==> src/rtl/lcd_drv_pkg.sv <==
package lcd_drv_pkg;

    typedef enum logic [1:0] {
        LV_LOW  = 2'd0,
        LV_MID  = 2'd1,
        LV_HIGH = 2'd2
    } lvl_e;

    localparam int NUM_PHASES = 4;
    localparam int NUM_COMS   = 2;

    // Drive for a segment given the selected common level and its pixel state.
    function automatic logic [1:0] seg_level(input logic [1:0] com_sel, input logic on);
        logic [1:0] r;
        if (on) begin
            r = (com_sel == LV_HIGH) ? LV_LOW : LV_HIGH;
        end else begin
            r = com_sel;
        end
        return r;
    endfunction

    function automatic logic [1:0] pin_level(input logic b);
        return b ? LV_HIGH : LV_LOW;
    endfunction

endpackage

==> src/rtl/lcd_phase_gen.sv <==
module lcd_phase_gen
    import lcd_drv_pkg::*;
#(
    parameter int FRAME_DIV = 512
) (
    input  logic       clk,
    input  logic       rst_n,
    input  logic       tick,
    input  logic       hold,
    output logic [1:0] phase
);
    localparam int PH_LEN = FRAME_DIV / NUM_PHASES;
    localparam int CW     = (PH_LEN > 1) ? $clog2(PH_LEN) : 1;

    typedef struct packed {
        logic [CW-1:0] cnt;
        logic [1:0]    ph;
    } st_t;

    st_t st_d, st_q;

    always_comb begin
        st_d = st_q;
        if (tick && !hold) begin
            if (st_q.cnt == CW'(PH_LEN - 1)) begin
                st_d.cnt = '0;
                st_d.ph  = st_q.ph + 2'd1;
            end else begin
                st_d.cnt = st_q.cnt + CW'(1);
            end
        end
    end

    always_ff @(posedge clk or negedge rst_n) begin
        if (!rst_n) begin
            st_q <= '0;
        end else begin
            st_q <= st_d;
        end
    end

    assign phase = st_q.ph;

endmodule

==> src/rtl/lcd_com_map.sv <==
module lcd_com_map
    import lcd_drv_pkg::*;
(
    input  logic [1:0]            phase,
    output logic [2*NUM_COMS-1:0] com,
    output logic                  sel_idx,
    output logic [1:0]            sel_lvl
);
    // phase[0] picks the common, phase[1] picks the inverted half of the frame
    assign sel_idx = phase[0];
    assign sel_lvl = phase[1] ? LV_LOW : LV_HIGH;

    for (genvar c = 0; c < NUM_COMS; c++) begin : g_com
        assign com[2*c +: 2] = (sel_idx == 1'(c)) ? sel_lvl : LV_MID;
    end

endmodule

==> src/rtl/lcd_seg_map.sv <==
module lcd_seg_map
    import lcd_drv_pkg::*;
#(
    parameter int NUM_LINES = 45
) (
    input  logic [2*NUM_LINES-1:0] bits,
    input  logic                   sel_idx,
    input  logic [1:0]             sel_lvl,
    input  logic                   blank,
    output logic [2*NUM_LINES-1:0] lvl
);
    for (genvar k = 0; k < NUM_LINES; k++) begin : g_line
        logic on;
        assign on = !blank && (sel_idx ? bits[2*k+1] : bits[2*k]);
        assign lvl[2*k +: 2] = seg_level(sel_lvl, on);
    end

endmodule

==> src/rtl/lcd_half_duty_drv.sv <==
module lcd_half_duty_drv
    import lcd_drv_pkg::*;
#(
    parameter int NUM_SEG_LINES = 45,
    parameter int NUM_PORTS     = 4,
    parameter int NUM_KS_SEG    = 2,
    parameter int FRAME_DIV     = 512
) (
    input  logic                                   clk,
    input  logic                                   rst_n,
    input  logic                                   osc_tick,
    input  logic                                   sleep,
    input  logic                                   blank,
    input  logic [2*NUM_SEG_LINES-1:0]             disp_bits,
    input  logic [$clog2(NUM_PORTS+1)-1:0]         port_cnt,
    input  logic [NUM_PORTS-1:0]                   port_val,
    input  logic [NUM_KS_SEG-1:0]                  ks_seg_en,
    input  logic [NUM_KS_SEG-1:0]                  ks_drive,
    output logic [2*NUM_COMS-1:0]                  com_lvl,
    output logic [2*(NUM_SEG_LINES-NUM_KS_SEG)-1:0] seg_lvl,
    output logic [2*NUM_KS_SEG-1:0]                ks_lvl
);
    localparam int NUM_MAIN = NUM_SEG_LINES - NUM_KS_SEG;

    typedef struct packed {
        logic [2*NUM_COMS-1:0]   com;
        logic [2*NUM_MAIN-1:0]   seg;
        logic [2*NUM_KS_SEG-1:0] ks;
    } out_t;

    out_t out_d, out_q;

    logic [1:0]                   phase;
    logic [2*NUM_COMS-1:0]        com_raw;
    logic                         sel_idx;
    logic [1:0]                   sel_lvl;
    logic [2*NUM_SEG_LINES-1:0]   seg_all;

    lcd_phase_gen #(.FRAME_DIV(FRAME_DIV)) u_phase (
        .clk   (clk),
        .rst_n (rst_n),
        .tick  (osc_tick),
        .hold  (sleep),
        .phase (phase)
    );

    lcd_com_map u_com (
        .phase   (phase),
        .com     (com_raw),
        .sel_idx (sel_idx),
        .sel_lvl (sel_lvl)
    );

    lcd_seg_map #(.NUM_LINES(NUM_SEG_LINES)) u_seg (
        .bits    (disp_bits),
        .sel_idx (sel_idx),
        .sel_lvl (sel_lvl),
        .blank   (blank),
        .lvl     (seg_all)
    );

    always_comb begin
        out_d.com = sleep ? '0 : com_raw;
        out_d.seg = sleep ? '0 : seg_all[2*NUM_MAIN-1:0];
        // leading lines handed over to digital-output role
        for (int i = 0; i < NUM_PORTS; i++) begin
            if (i < int'(port_cnt)) begin
                out_d.seg[2*i +: 2] = pin_level(port_val[i]);
            end
        end
        for (int j = 0; j < NUM_KS_SEG; j++) begin
            if (ks_seg_en[j]) begin
                out_d.ks[2*j +: 2] = sleep ? 2'(LV_LOW) : seg_all[2*(NUM_MAIN+j) +: 2];
            end else begin
                out_d.ks[2*j +: 2] = pin_level(ks_drive[j]);
            end
        end
    end

    always_ff @(posedge clk or negedge rst_n) begin
        if (!rst_n) begin
            out_q <= '0;
        end else begin
            out_q <= out_d;
        end
    end

    assign com_lvl = out_q.com;
    assign seg_lvl = out_q.seg;
    assign ks_lvl  = out_q.ks;

endmodule

==> config.mk <==
export PLATFORM = sky130hd
export DESIGN_NAME = lcd_half_duty_drv
export DESIGN_NICKNAME = d
export VERILOG_FILES = /design/src/rtl/lcd_drv_pkg.sv /design/src/rtl/lcd_phase_gen.sv /design/src/rtl/lcd_com_map.sv /design/src/rtl/lcd_seg_map.sv /design/src/rtl/lcd_half_duty_drv.sv
export SDC_FILE = /design/constraint.sdc
export NUM_CORES = 1
export LEC_CHECK = 0
export CAP_MARGIN = 15
export CORE_UTILIZATION = 60
export DETAILED_ROUTE_END_ITERATION = 8
export DONT_BUFFER_PORTS = 1
export PLACE_DENSITY_LB_ADDON = 0.2
export SYNTH_ARGS = -nofsm -noshare
export SYNTH_HDL_FRONTEND = slang
export SYNTH_SLANG_ARGS = --single-unit
==> constraint.sdc <==
create_clock -name clk -period 2.1 [get_ports clk]
set_input_delay 0.42 -clock clk [delete_from_list [all_inputs] [get_ports clk]]
set_output_delay 0.42 -clock clk [all_outputs]
set_load 0.1 [all_outputs]
==> impl_results.md, run 1 <==
* # rows at 27
* Min Clock Period, post-route at 1690 ps
* Die footprint at 6140 µm²
* Gpl congestion at 0.773
* Setup Fix Bufs, Post-CTS at 0
* Largest net degree at the start of global routing at 91
* Final setup viols at 0
* CTS clk-pin slew, worst paths at around 70 ps
* Distinct cells, synth at 30
* DPL Wire Length at 4890 µm
* DR DRC count at 0
* CP peak stage delay at ~570 ps
* Fin crit share at 80.6%
* Antenna diode count at 0
* Finished Cell Area at between 3000 and 4000 µm²
* CTS HTree Levels at 3
* CTS tree: done
* PostCTS Resize Cnt at 0
* PwrDens at slightly below 900 nW/µm²
* First-pass GRT wire length at around 12,000 µm
* Top post-synthesis cells by count: nor3_1 (80), dfrtp_1 (58), buf_4 (46), mux2i_1 (45), o21a_1 (41)
* Max Cap Viol at 0
* Buffers on Ports at 0
* FF+latch count, synth at between 50 and 60
* TritonCTS Buffers at 9
* Root buf cell: clkbuf_8
* Met1 WL at 2980 µm
* Net count, final at between 500 and 600
* Fillcell total at about 440
* Worst path required time at around 2300 ps
* Yosys top cell area share at 41.5%
* Count leader, synth: nor3_1
* Status: complete, no violations
* Hold Violations, Final at 0
* Synth area leaders: dfrtp_1 (41%), mux2i_1 (13%), nor3_1 (11%), buf_4 (9.9%), o21a_1 (8.8%)
* Rel. slew slack at approximately three fifths
* Highest-delay cell along the critical path: dfrtp_2
* Setup slack after placement at approximately 440 ps
* First DRT Iteration DRCs at between 100 and 150
* Core ar. at about 5600 µm²
* Mapped Cells at 359
* Die width at roughly 78 µm
* Clk buf depth at 2
* Synth Flop Type: dfrtp_1
* WL met2 at ~3700 µm
* Layout cell share with drive strength beyond 1 at ~18%
* Ys async rst share at between 90% and 100%
* Vias per cell at 5.59
* Total gr overflow at 0
* RSZ-0062 raised after global routing: no
* I/O pins at 200
* Die Height at 78.4 µm
* Worst path bufs/invs at 1
* Max-slew violation count at 0
* Netlist Area Pre-Place at ~3500 µm²
* CP cell instances: buf_4 -> mux2i_1 -> nor3_1 -> nor3_1
* Clock sink count at 58
* Hold WS at around 160 ps
* Crit path kind: reg2reg
* Largest area contributor in the synthesized netlist: dfrtp_1
* Total GRT Usage at 24.5%
* Vias in the first global route at 2,391
* Initial antenna violation count at 0
* Total wire length at 7360 µm
* WL met3 at ~550 µm
* Vias at 2,633
* TNS Setup at 0 ps
* Syn-to-layout area delta at 11.1%
* Crit-path max FO at 21
* Drt first pass iters at 4
* Final WS setup at 407 ps
* Critical Path Start Type: register
* Antenna Nets Post-Route at 0
* Synth Warn # at 0
* Worst Skew at around 11 ps
* Fmax achieved at ~600 MHz
* Crit-path most repeated cell: nor3_1
* Placed Area at around 3700 µm²
* Initial Util at 62.8%
* CP arrival at between 1500 and 2000 ps
* Endpoint type of the worst setup path: register
* Worst vdd ir at roughly 0.47 mV
* Sequential share of the synthesized area at between 40% and 50%
* Number of synthesized flops with an enable pin at 0
* Worst hold path type: in2reg
* Max layer used: met4
* Avg Cell Area, Syn at just under 10 µm²
* LEAKAGE at approximately 0.0021 µW
* Top delay family on crit path: flip-flops
* Worst-Margin Slew at around 600 ps
* WL per Instance at 15.6 µm
* Clk_lat worst skew at around 330 ps
## power breakdown
part / switching [µW] / leakage [µW] / internal (µW)
Combinational: 955 / 0.00126 / 206
Sequential: 66.8 / 0.000707 / 1230
Clock: 420 / 0.0000974 / 578
Total: 1440 / 0.00207 / 2010
## routing by layer
metal / GRT usage [%] / up-vias
met5: 0 / -
met4: 9.26 / 0
met3: 6.16 / 13
met2: 40.4 / 135
met1: 30.9 / 1230
li1: - / 1255
## cells by family (layout without fill, tap and decap cells)
logic type	after synthesis	count (layout)	share of synthesized area (%)
AND/OR/NAND/NOR	109	109	16.0
buffers and inverters	79	75	14.6
flip-flops	58	58	41.5
AO/OA/AOI/OAI	57	57	12.0
multiplexers	47	47	13.5
XOR/XNOR	5	5	1.25
adder cells (fa/ha/maj)	3	3	1.07
other	1	45	0.107
## sequential cells by signal (all words and copies together), names as in the netlist
name / cells
seg_lvl: 43
u_phase.st_q: 7
com_lvl: 4
ks_lvl: 2
u_phase.phase: 2
## layout make-up
class,instances,area [µm²],share of cell area [%]
tap,72,90.1,2.32
inverter,4,15.0,0.386
timing repair buffer,55,435,11.2
clock inverter,3,40.0,1.03
clock buffer,13,149,3.83
sequential,58,1450,37.4
multi-input combinational,266,1700,43.8
## cells in the final DEF, fill, tap and decap left out, types with 4 or more instances in the layout
master / n
mux2i_1: 45
or3_1: 7
conb_1: 45
clkbuf_8: 10
nand2_1: 7
nor2_1: 4
dfrtp_1: 56
o21a_1: 41
inv_1: 4
buf_4: 53
xnor2_1: 5
nor2b_1: 6
nor3_1: 80
o21ai_0: 6
## final timing paths
check,to,cells after the start,from,slack (ps)
worst max-delay path,seg_lvl[29],4,u_phase.phase[0],410
worst min-delay path,com_lvl[1],1,sleep,160
worst max register to register,seg_lvl[29],4,u_phase.phase[0],410
worst min register to register,u_phase.st_q[4],1,u_phase.st_q[4],490
max in group asynchronous,u_phase.phase[1],2,rst_n,1200
min in group asynchronous,seg_lvl[85],2,rst_n,640
## what timing repair did
action / 4_1_cts / 5_1_grt
setup endpoints to repair: 0 / 0
hold endpoints to repair: 58 / 0
hold buffers: 2 / 0
## metrics by stage
step	util (%)	total power, µW	instances
3_5_place_dp	65.7	2450	453
3_3_place_gp	65.7	2430	453
4_1_cts	69.7	3480	471
6_report	69.7	3450	471
2_1_floorplan	-	2390	403
5_1_grt	69.7	3590	471
(Power assumes the default switching activity.)
==> run 2: changes to the inputs <==
CORE_UTILIZATION = 58   (was 60)
clock period = 1.5 ns   (was 2.1 ns; I/O delays follow)
==> run 2 against run 1 <==
Net effect: die area rose by 3.4%; worst setup slack got worse by 360 ps; combinational power rose by 38%; clock power rose by 55%; global-route usage barely moved; largest cell class unchanged; the flow now finishes with violations (negative hold slack); count of clock-buffer cells in the layout rose by 2; highest routed layer unchanged; clock skew fell by 5.9 ps.
==> impl_results.md, run 2 (synthesis results as in run 1) <==
* Die width at 79.7 µm (was 78.4 µm)
* Total GRT Usage at 24.4% (was 24.5%)
* Layout cell share with drive strength beyond 1 at 20.0% (was 17.8%)
* Total gr overflow at 0 (unchanged)
* First DRT Iteration DRCs at 122 (was 125)
* Setup slack after placement at 37.4 ps (was 439 ps)
* Worst Skew at 5.60 ps (was 11.5 ps)
* Most common cell after layout, fill and taps aside: nor3_1 (unchanged)
* LEAKAGE at 0.00206 µW (was 0.00207 µW)
* CP arrival at 1690 ps (was 1930 ps)
* Worst path required time at 1730 ps (was 2330 ps)
* CP cell instances: buf_12 -> mux2i_1 -> nor3_1 -> nor3_1 (was buf_4 -> mux2i_1 -> nor3_1 -> nor3_1)
* CTS HTree Levels at 3 (unchanged)
* Antenna diode count at 0 (unchanged)
* Max-slew violation count at 0 (unchanged)
* First-pass GRT wire length at 11,800 µm (was 11,500 µm)
* Fillcell total at 436 (was 441)
* WL per Instance at 16.1 µm (was 15.6 µm)
* Crit-path max FO at 21 (unchanged)
* Core ar. at 5680 µm² (was 5570 µm²)
* Top delay family on crit path: flip-flops (unchanged)
* Net count, final at 504 (was 503)
* Hold Violations, Final at 58 (was 0)
* Buffers on Ports at 0 (unchanged)
* Clk_lat worst skew at 330 ps (about the same)
* Hold WS at -340 ps (was 161 ps)
* Worst vdd ir at 0.658 mV (was 0.470 mV)
* Failing checks: negative hold slack
* Register area at 1460 µm² (was 1450 µm²)
* Highest-delay cell along the critical path: dfrtp_4 (was dfrtp_2)
* Setup Fix Bufs, Post-CTS at 0 (unchanged)
* Combinational Power Share at 32.2% (was 33.6%)
* CP Depth at 4 (unchanged)
* Multi-input combinational cell area at 1730 µm² (was 1700 µm²)
* Max Cap Viol at 0 (unchanged)
* Die footprint at 6350 µm² (was 6140 µm²)
* P_sw at 1990 µW (was 1440 µW)
* Final setup viols at 0 (unchanged)
* Sequential power share at 36.5% (was 37.5%)
* Initial Util at 61.7% (was 62.8%)
* Net Sw Frac at 40.2% (was 41.7%)
* Worst hold path type: in2async (was in2reg)
* Antenna Nets Post-Route at 0 (unchanged)
* Fin crit share at 96.9% (was 80.6%)
* Drt first pass iters at 5 (was 4)
* DPL Wire Length at 5170 µm (was 4890 µm)
* Cells after DPL at 456 (was 453)
* Most frequent cells in the layout: nor3_1 (80), dfrtp_1 (56), buf_4 (53), conb_1 (45), o21a_1 (41) (was nor3_1 (80), dfrtp_1 (56), buf_4 (53), mux2i_1 (45), conb_1 (45))
* # rows at 27 (unchanged)
* Vias per cell at 5.68 (was 5.59)
* Crit path kind: reg2reg (unchanged)
* P_int at 2960 µW (was 2010 µW)
* RSZ-0062 raised after global routing: yes (was no)
* Die Height at 79.7 µm (was 78.4 µm)
* Final WS setup at 46.8 ps (was 407 ps)
* Min Clock Period, post-route at 1450 ps (was 1690 ps)
* Fmax achieved at 688 MHz (was 591 MHz)
* CTS clk-pin slew, worst paths at 70 ps (about the same)
* Vias in the first global route at 2,567 (was 2,391)
* Initial antenna violation count at 0 (unchanged)
* Status: complete, but fails checks (was complete, no violations)
* Clk buf depth at 2 (unchanged)
* Root buf cell: clkbuf_8 (unchanged)
* Total wire length at 7610 µm (was 7360 µm)
* Final cell count without fillers at 472 (was 471)
* Critical Path Start Type: register (unchanged)
* Largest net degree at the start of global routing at 91 (unchanged)
* TritonCTS Buffers at 9 (unchanged)
* Syn-to-layout area delta at 13.2% (was 11.1%)
* PwrDens at 1250 nW/µm² (was 889 nW/µm²)
* Max reg flops at 43 (unchanged)
* DR DRC count at 0 (unchanged)
* Reg2Reg Setup Slack at 50 ps (was 410 ps)
* Endpoint type of the worst setup path: register (unchanged)
* Gpl congestion at 0.775 (was 0.773)
* Vias at 2,680 (was 2,633)
* Clock network fraction of total power at 31.2% (was 28.9%)
* Reg2Reg Depth at 4 (unchanged)
* Worst path bufs/invs at 1 (unchanged)
* Crit-path most repeated cell: nor3_1 (unchanged)
* I/O pins at 200 (unchanged)
* CTS tree: done (unchanged)
* CP peak stage delay at 550 ps (was 570 ps)
* Clock sink count at 58 (unchanged)
run 2: cell count changes in the layout (fill, tap and decap cells not counted), sizes merged:
cell,previous run,this run
dlygate4sd3,1,0
clkbuf,13,15
clkinv,2,0
buf,54,56
run 2: final timing paths:
kind	startpoint	endpoint
setup reg to reg	u_phase.phase[0]	seg_lvl[23]
max in group asynchronous	rst_n	u_phase.phase[0]
setup / recovery	u_phase.phase[0]	seg_lvl[23]
min in group clk	sleep	com_lvl[1]
hold reg to reg	u_phase.st_q[6]	u_phase.st_q[6]
hold / removal	rst_n	seg_lvl[79]
run 2: cell type report:
class	instances	share of cell area, %
clock inverters	1	0.758
inverters	4	0.379
clock buffers	15	4.70
multi-input cells	266	43.6
repair buffers	56	11.6
flip-flops and latches	58	36.8
well taps	72	2.27
run 2: metal layers:
metal / wire, µm / vias up / GRT usage [%]
met5: 0 / - / 0
met4: 116 / 0 / 11.3
met3: 686 / 10 / 6.86
met2: 3900 / 141 / 42.4
met1: 2910 / 1276 / 27.6
li1: - / 1253 / -
run 2: through the flow:
stage / area [µm²] / util [%] / setup TNS (ps) / total power, µW
2_1_floorplan: 3670 / - / 0 / 3350
3_3_place_gp: 3720 / 65.6 / 0 / 3400
3_5_place_dp: 3720 / 65.6 / 0 / 3430
4_1_cts: 3940 / 69.4 / 0 / 4970
5_1_grt: 3960 / 69.8 / -125 / 5140
6_report: 3960 / 69.8 / 0 / 4960
run 2: what timing repair did:
action,CTS,global route
hold endpoints to repair,58,58
setup endpoints to repair,0,26
resized for setup,0,7
run 2: power groups by stage:
stage                     Combinational, µW  Sequential (µW)  Clock (µW)
after floorplan                         909             2440           0
after global placement                 1570             1830           0
after detailed placement               1590             1840           0
after CTS                              1600             1810        1570
after global routing                   1670             1830        1640
final                                  1600             1810        1550
